<file path="src/rtl/pir_pkg.sv">
package pir_pkg;

   typedef enum logic [1:0] {
      REC_IDLE  = 2'd0,
      REC_SKIP  = 2'd1,
      REC_STORE = 2'd2,
      REC_DONE  = 2'd3
   } rec_state_e;

endpackage

</file>
<file path="src/rtl/pir_seq.sv">
module pir_seq
   import pir_pkg::*;
#(
   parameter int DEPTH = 8,
   parameter int CNT_W = $clog2(DEPTH + 1),
   parameter int IDX_W = $clog2(DEPTH)
) (
   input  logic             clk,
   input  logic             rst_n,
   input  logic             arm,
   input  logic             mode_in,
   input  logic             cap_valid,
   output logic             clr,
   output logic             wr_en,
   output logic [IDX_W-1:0] wr_idx,
   output logic             mode_q,
   output logic             listening,
   output logic             done
);

   localparam logic [CNT_W-1:0] CNT_LOAD = CNT_W'(DEPTH);
   localparam logic [CNT_W-1:0] CNT_LAST = CNT_W'(1);

   rec_state_e       state;
   logic [CNT_W-1:0] remain;
   logic [CNT_W-1:0] remain_m1;

   assign remain_m1 = remain - CNT_LAST;
   assign clr       = arm;
   assign wr_en     = cap_valid && !arm && (state == REC_STORE);
   assign wr_idx    = IDX_W'(remain_m1);
   assign listening = (state == REC_SKIP) || (state == REC_STORE);
   assign done      = (state == REC_DONE);

   always_ff @(posedge clk or negedge rst_n) begin
      if (!rst_n) begin
         state  <= REC_IDLE;
         remain <= '0;
         mode_q <= 1'b0;
      end else if (arm) begin
         state  <= REC_SKIP;
         remain <= CNT_LOAD;
         mode_q <= mode_in;
      end else if (cap_valid) begin
         case (state)
            REC_SKIP: state <= REC_STORE;
            REC_STORE: begin
               remain <= remain_m1;
               if (remain == CNT_LAST) state <= REC_DONE;
            end
            default: ;
         endcase
      end
   end

   // done holds until the next arm
   p_done_hold_r7: assert property (@(posedge clk) disable iff (!rst_n)
      (done && !arm) |=> done);

   // never done and listening together
   p_flags_excl_r7: assert property (@(posedge clk) disable iff (!rst_n)
      $onehot0({done, listening}));

   // each stored entry moves the write slot one step down
   p_cnt_step_r4: assert property (@(posedge clk) disable iff (!rst_n)
      wr_en |=> (remain == $past(remain_m1)));

   // arming starts a run with a full count
   p_arm_load_r2: assert property (@(posedge clk) disable iff (!rst_n)
      arm |=> (listening && remain == CNT_LOAD));

endmodule

</file>
<file path="src/rtl/pir_fmt.sv">
module pir_fmt #(
   parameter int VAL_W  = 16,
   parameter bit EXT_EN = 1'b1
) (
   input  logic             ext,
   input  logic [VAL_W-1:0] value,
   input  logic             ovf,
   output logic [VAL_W:0]   entry
);

   logic [VAL_W:0] compact;

   assign compact = ovf ? '0 : {1'b0, value};

   generate
      if (EXT_EN) begin : g_ext
         assign entry = ext ? {ovf, value} : compact;
      end else begin : g_cmp
         logic unused_ext;
         assign unused_ext = ext;
         assign entry      = compact;
      end
   endgenerate

endmodule

</file>
<file path="src/rtl/pir_buf.sv">
module pir_buf #(
   parameter int DEPTH = 8,
   parameter int ENT_W = 17,
   parameter int IDX_W = $clog2(DEPTH)
) (
   input  logic             clk,
   input  logic             rst_n,
   input  logic             clr,
   input  logic             wr_en,
   input  logic [IDX_W-1:0] wr_idx,
   input  logic [ENT_W-1:0] wr_data,
   input  logic [IDX_W-1:0] rd_idx,
   output logic [ENT_W-1:0] rd_data
);

   logic [ENT_W-1:0] slot [DEPTH];

   genvar gi;
   generate
      for (gi = 0; gi < DEPTH; gi++) begin : g_slot
         always_ff @(posedge clk or negedge rst_n) begin
            if (!rst_n)
               slot[gi] <= '0;
            else if (clr)
               slot[gi] <= '0;
            else if (wr_en && (wr_idx == IDX_W'(gi)))
               slot[gi] <= wr_data;
         end

         // clear empties every slot
         p_clear_r2: assert property (@(posedge clk) disable iff (!rst_n)
            clr |=> (slot[gi] == '0));
      end
   endgenerate

   assign rd_data = (int'(rd_idx) < DEPTH) ? slot[rd_idx] : '0;

   // a write lands in the addressed slot on the next cycle
   p_write_lands_r4: assert property (@(posedge clk) disable iff (!rst_n)
      wr_en |=> (slot[$past(wr_idx)] == $past(wr_data)));

endmodule

</file>
<file path="src/rtl/pulse_interval_recorder.sv">
module pulse_interval_recorder #(
   parameter int VAL_W  = 16,
   parameter int DEPTH  = 8,
   parameter bit EXT_EN = 1'b1,
   localparam int IDX_W = $clog2(DEPTH),
   localparam int CNT_W = $clog2(DEPTH + 1),
   localparam int ENT_W = VAL_W + 1
) (
   input  logic             clk,
   input  logic             rst_n,
   input  logic             arm,
   input  logic             ext_mode,
   input  logic             cap_valid,
   input  logic [VAL_W-1:0] cap_value,
   input  logic             cap_ovf,
   input  logic [IDX_W-1:0] rd_idx,
   output logic [ENT_W-1:0] rd_entry,
   output logic             listening,
   output logic             done
);

   generate
      if (DEPTH < 2) begin : g_bad_depth
         $error("pulse_interval_recorder: DEPTH must be at least 2");
      end
      if (VAL_W < 2) begin : g_bad_width
         $error("pulse_interval_recorder: VAL_W must be at least 2");
      end
   endgenerate

   logic             clr;
   logic             wr_en;
   logic [IDX_W-1:0] wr_idx;
   logic             mode_q;
   logic [ENT_W-1:0] wr_data;

   pir_seq #(.DEPTH(DEPTH), .CNT_W(CNT_W), .IDX_W(IDX_W)) u_seq (
      .clk       (clk),
      .rst_n     (rst_n),
      .arm       (arm),
      .mode_in   (ext_mode),
      .cap_valid (cap_valid),
      .clr       (clr),
      .wr_en     (wr_en),
      .wr_idx    (wr_idx),
      .mode_q    (mode_q),
      .listening (listening),
      .done      (done)
   );

   pir_fmt #(.VAL_W(VAL_W), .EXT_EN(EXT_EN)) u_fmt (
      .ext   (mode_q),
      .value (cap_value),
      .ovf   (cap_ovf),
      .entry (wr_data)
   );

   pir_buf #(.DEPTH(DEPTH), .ENT_W(ENT_W), .IDX_W(IDX_W)) u_buf (
      .clk     (clk),
      .rst_n   (rst_n),
      .clr     (clr),
      .wr_en   (wr_en),
      .wr_idx  (wr_idx),
      .wr_data (wr_data),
      .rd_idx  (rd_idx),
      .rd_data (rd_entry)
   );

   // no write is issued outside a run
   p_quiet_idle_r8: assert property (@(posedge clk) disable iff (!rst_n)
      (!listening && !arm) |-> !wr_en);

endmodule

</file>
<file path="config.mk">
export PLATFORM = sky130hd
export DESIGN_NAME = pulse_interval_recorder
export DESIGN_NICKNAME = d
export VERILOG_FILES = /design/src/rtl/pir_pkg.sv /design/src/rtl/pir_seq.sv /design/src/rtl/pir_fmt.sv /design/src/rtl/pir_buf.sv /design/src/rtl/pulse_interval_recorder.sv
export SDC_FILE = /design/constraint.sdc
export NUM_CORES = 1
export LEC_CHECK = 0
export BUFFER_PORTS_ARGS = -buffer_cell sky130_fd_sc_hd__buf_4
export CAP_MARGIN = 20
export CORE_MARGIN = 4
export CORE_UTILIZATION = 40
export DETAILED_ROUTE_END_ITERATION = 8
export GPL_TIMING_DRIVEN = 0
export HOLD_SLACK_MARGIN = 0.02
export MAX_ROUTING_LAYER = met4
export PLACE_DENSITY = 0.65
export SKIP_CTS_REPAIR_TIMING = 1
export SYNTH_ARGS = -nofsm -noshare
export SYNTH_HDL_FRONTEND = slang
export SYNTH_SLANG_ARGS = --single-unit
</file>
<file path="constraint.sdc">
create_clock -name clk -period 2 [get_ports clk]
set_input_delay 0.1 -clock clk [delete_from_list [all_inputs] [get_ports clk]]
set_output_delay 0.1 -clock clk [all_outputs]
set_load 0.02 [all_outputs]
</file>
==> flow_summary.ini <==
[cts]
cts.sinks = 143
cts_made_buffers = 17
cts_root_buffer = clkbuf_16
insertion_delay_ns = 0.42
clockBufferDepth = 2
path_clk_slew_ns = 0.05
cts.htree.levels = 4
cts_tree = yes

[sta]
worstMarginPinSlew_ns = 0.872
max-slew-margin-rel = 0.419
fin_tns_setup_ns = 0
final_max_slew_viol_count = 0
finalSetupViolations = 0
rsz0062_at_grt = no
timing.fmax_mhz = 509
hold_violations = 0
hold_ws_ns = 0.0273
period_share = 0.982
period_needed_ns = 1.96
clock_skew_ns = 0.00897

[finish]
drive_gt1_frac = 0.241
fin_nets = 686
areaGrowthSynthToFinish_pct = 18.8
diodes = 0
fin_cells = 888

[floorplan]
die_h_um = 142
die_area_um2 = 20200
chipWidth_um = 142
io_pins = 44
placeableCoreArea_um2 = 17500
initial_core_util = 0.411
rows = 48

[worst_setup_path]
crit_path_max_incr_delay_ns = 0.68
crit_arrival_ns = 1.86
cp.required_ns = 1.90
end_kind = primary output
critPathSlowestCell = clkbuf_1
path_cells = buf_2 -> clkbuf_1 -> mux4_2 -> mux2_2 -> buf_4
cp_top_family = buffers and inverters
worstPathMaxFanout = 10
critPathLaunchType = input port
crit_start = rd_idx[2]
worst-path-buf-inv = 3
path_class = input port to primary output
r2r_start = u_seq.state[0]

[detailed_routing]
wirelength_mm = 19.1
drtIter0Drc = 319
detail-route-antenna-nets = 0
num_vias = 4927
vias_per_cell = 5.55
drc = 0
drt_pass1_iterations = 5
wl_per_cell_um = 21.5

[yosys]
yosys_warnings = 0
ys.flop_type = dfrtp_1
synth_cells = 581
syn-cell-area_um2 = 7190
synth_xor_area_frac = 0.00696
synth_top_family_by_area = multiplexers
yosys.area_share.simple = 0.0902
synth-seq-area-share = 0.498
yosys_register_bits = 143
avgSynthCellArea_um2 = 12.4
synth_compound_area_frac = 0.0209
muxShareOfSynthArea = 0.326
synth_fa_ha_area_frac = 0.0157
async_flop_share = 1.00
yosysUniqueCellTypes = 33
synth_nets = 615
synth-edff-count = 0

[pwr]
p_per_area_nw_per_um2 = 775
ir_drop_v = 0.000659
power_leakage_nw = 4.64

[placement]
dp_hpwl_mm = 12.6
port-buffer-count = 39
dp_cells = 846
finalWeightedCongestion = 0.800

[run_status]
status = completed

[worst_hold_path]
hp-class = input port to flop
min-delay-start = arm

[global_routing]
grt_max_degree = 104
antenna_found_initial = 0
grt_pass1_vias = 5269
grt_pass1_wl_mm = 29.9
grt_util_all_layers = 0.201
overflow = 0

[flow_run]
drv_cap = 0
## layout make-up
| type | count | area [µm²] |
|---|---|---|
| Clock inverter | 7 | 110 |
| Fill cell | 1569 | 8940 |
| Tap cell | 225 | 282 |
| Multi-Input combinational cell | 384 | 3330 |
| Sequential cell | 143 | 3580 |
| Clock buffer | 23 | 478 |
| Timing Repair Buffer | 53 | 434 |
| Inverter | 7 | 26.3 |
| Buffer | 46 | 295 |
## cells in the mapped netlist (2+ instances only)
master | instances | area, µm²
clkbuf_1 | 23 | 86.3
inv_1 | 6 | 22.5
nand4_1 | 6 | 37.5
nor2b_1 | 2 | 12.5
nand2_1 | 139 | 522
a21oi_1 | 2 | 10.0
dfrtp_1 | 143 | 3580
mux2_2 | 18 | 203
buf_2 | 8 | 40.0
nand3_1 | 2 | 10.0
buf_4 | 3 | 22.5
ha_1 | 9 | 113
nand2_2 | 2 | 12.5
o211ai_1 | 16 | 120
nor2_1 | 5 | 18.8
buf_6 | 11 | 124
mux4_2 | 34 | 766
mux2i_1 | 137 | 1370
## report_power, final
part	total, mW	internal [mW]	switching [mW]
Combinational	0.507	0.164	0.343
Sequential	2.92	2.91	0.0119
Clock	3.19	2.04	1.15
Total	6.62	5.11	1.51
## worst paths after layout
path / endpoint / slack [ns] / cells after the start
min: u_seq.remain[1] / 0.03 / 2
max in group asynchronous: u_seq.remain[0] / 1.00 / 3
min reg2reg: u_buf.slot[62] / 0.52 / 2
max reg2reg: u_buf.slot[94] / 0.08 / 7
max: rd_entry[13] / 0.04 / 5
min in group asynchronous: u_buf.slot[96] / 0.16 / 2
## state kept, by name, indices dropped and copies added, names as in the netlist
signal	count
u_seq.remain	4
u_buf.slot	136
u_seq.state	2
u_seq.mode_q	1
## metrics by stage
| step | setup WS, ns | power [mW] | instance area, µm² | utilization |
|---|---|---|---|---|
| 6_report | 0.0358 | 6.62 | 8540 | 0.489 |
| 2_1_floorplan | 0.274 | 3.22 | 7190 | - |
| 3_3_place_gp | -0.0861 | 3.43 | 7760 | 0.444 |
| 5_1_grt | 0.000143 | 6.83 | 8540 | 0.489 |
| 3_5_place_dp | -0.122 | 3.45 | 7790 | 0.446 |
| 4_1_cts | -0.139 | 6.64 | 8380 | 0.480 |
## layer usage
metal,track usage,routed length [µm]
met4,0.0586,265
met2,0.323,9610
met1,0.262,8470
met3,0.0403,762
met5,-,0
## cell usage in the layout (no fill, tap or decap), types with 2 or more instances in the layout
cell type        n
o211ai_1        16
nor2_1           5
nand2_1        139
buf_6           10
buf_2            5
clkbuf_8         3
nand2_4          2
nand4_1          6
clkbuf_2         3
inv_1            6
buf_4           50
buf_8            2
ha_1             8
clkbuf_16       17
clkinv_2         4
nor2b_1          2
mux2_2          18
dfrtp_1        142
bufinv_16        3
mux2i_1        137
dlygate4sd3_1    5
nand3_1          2
a21oi_1          2
clkbuf_1        23
clkbuf_4         2
mux4_2          34
## cells by family after synthesis
kind of cell	after synthesis
mux	189
simple gates	161
flops	143
buf+inv	54
compound gates	21
fa+ha+maj	9
xor+xnor	4
Power figures use the tool's default switching activity.
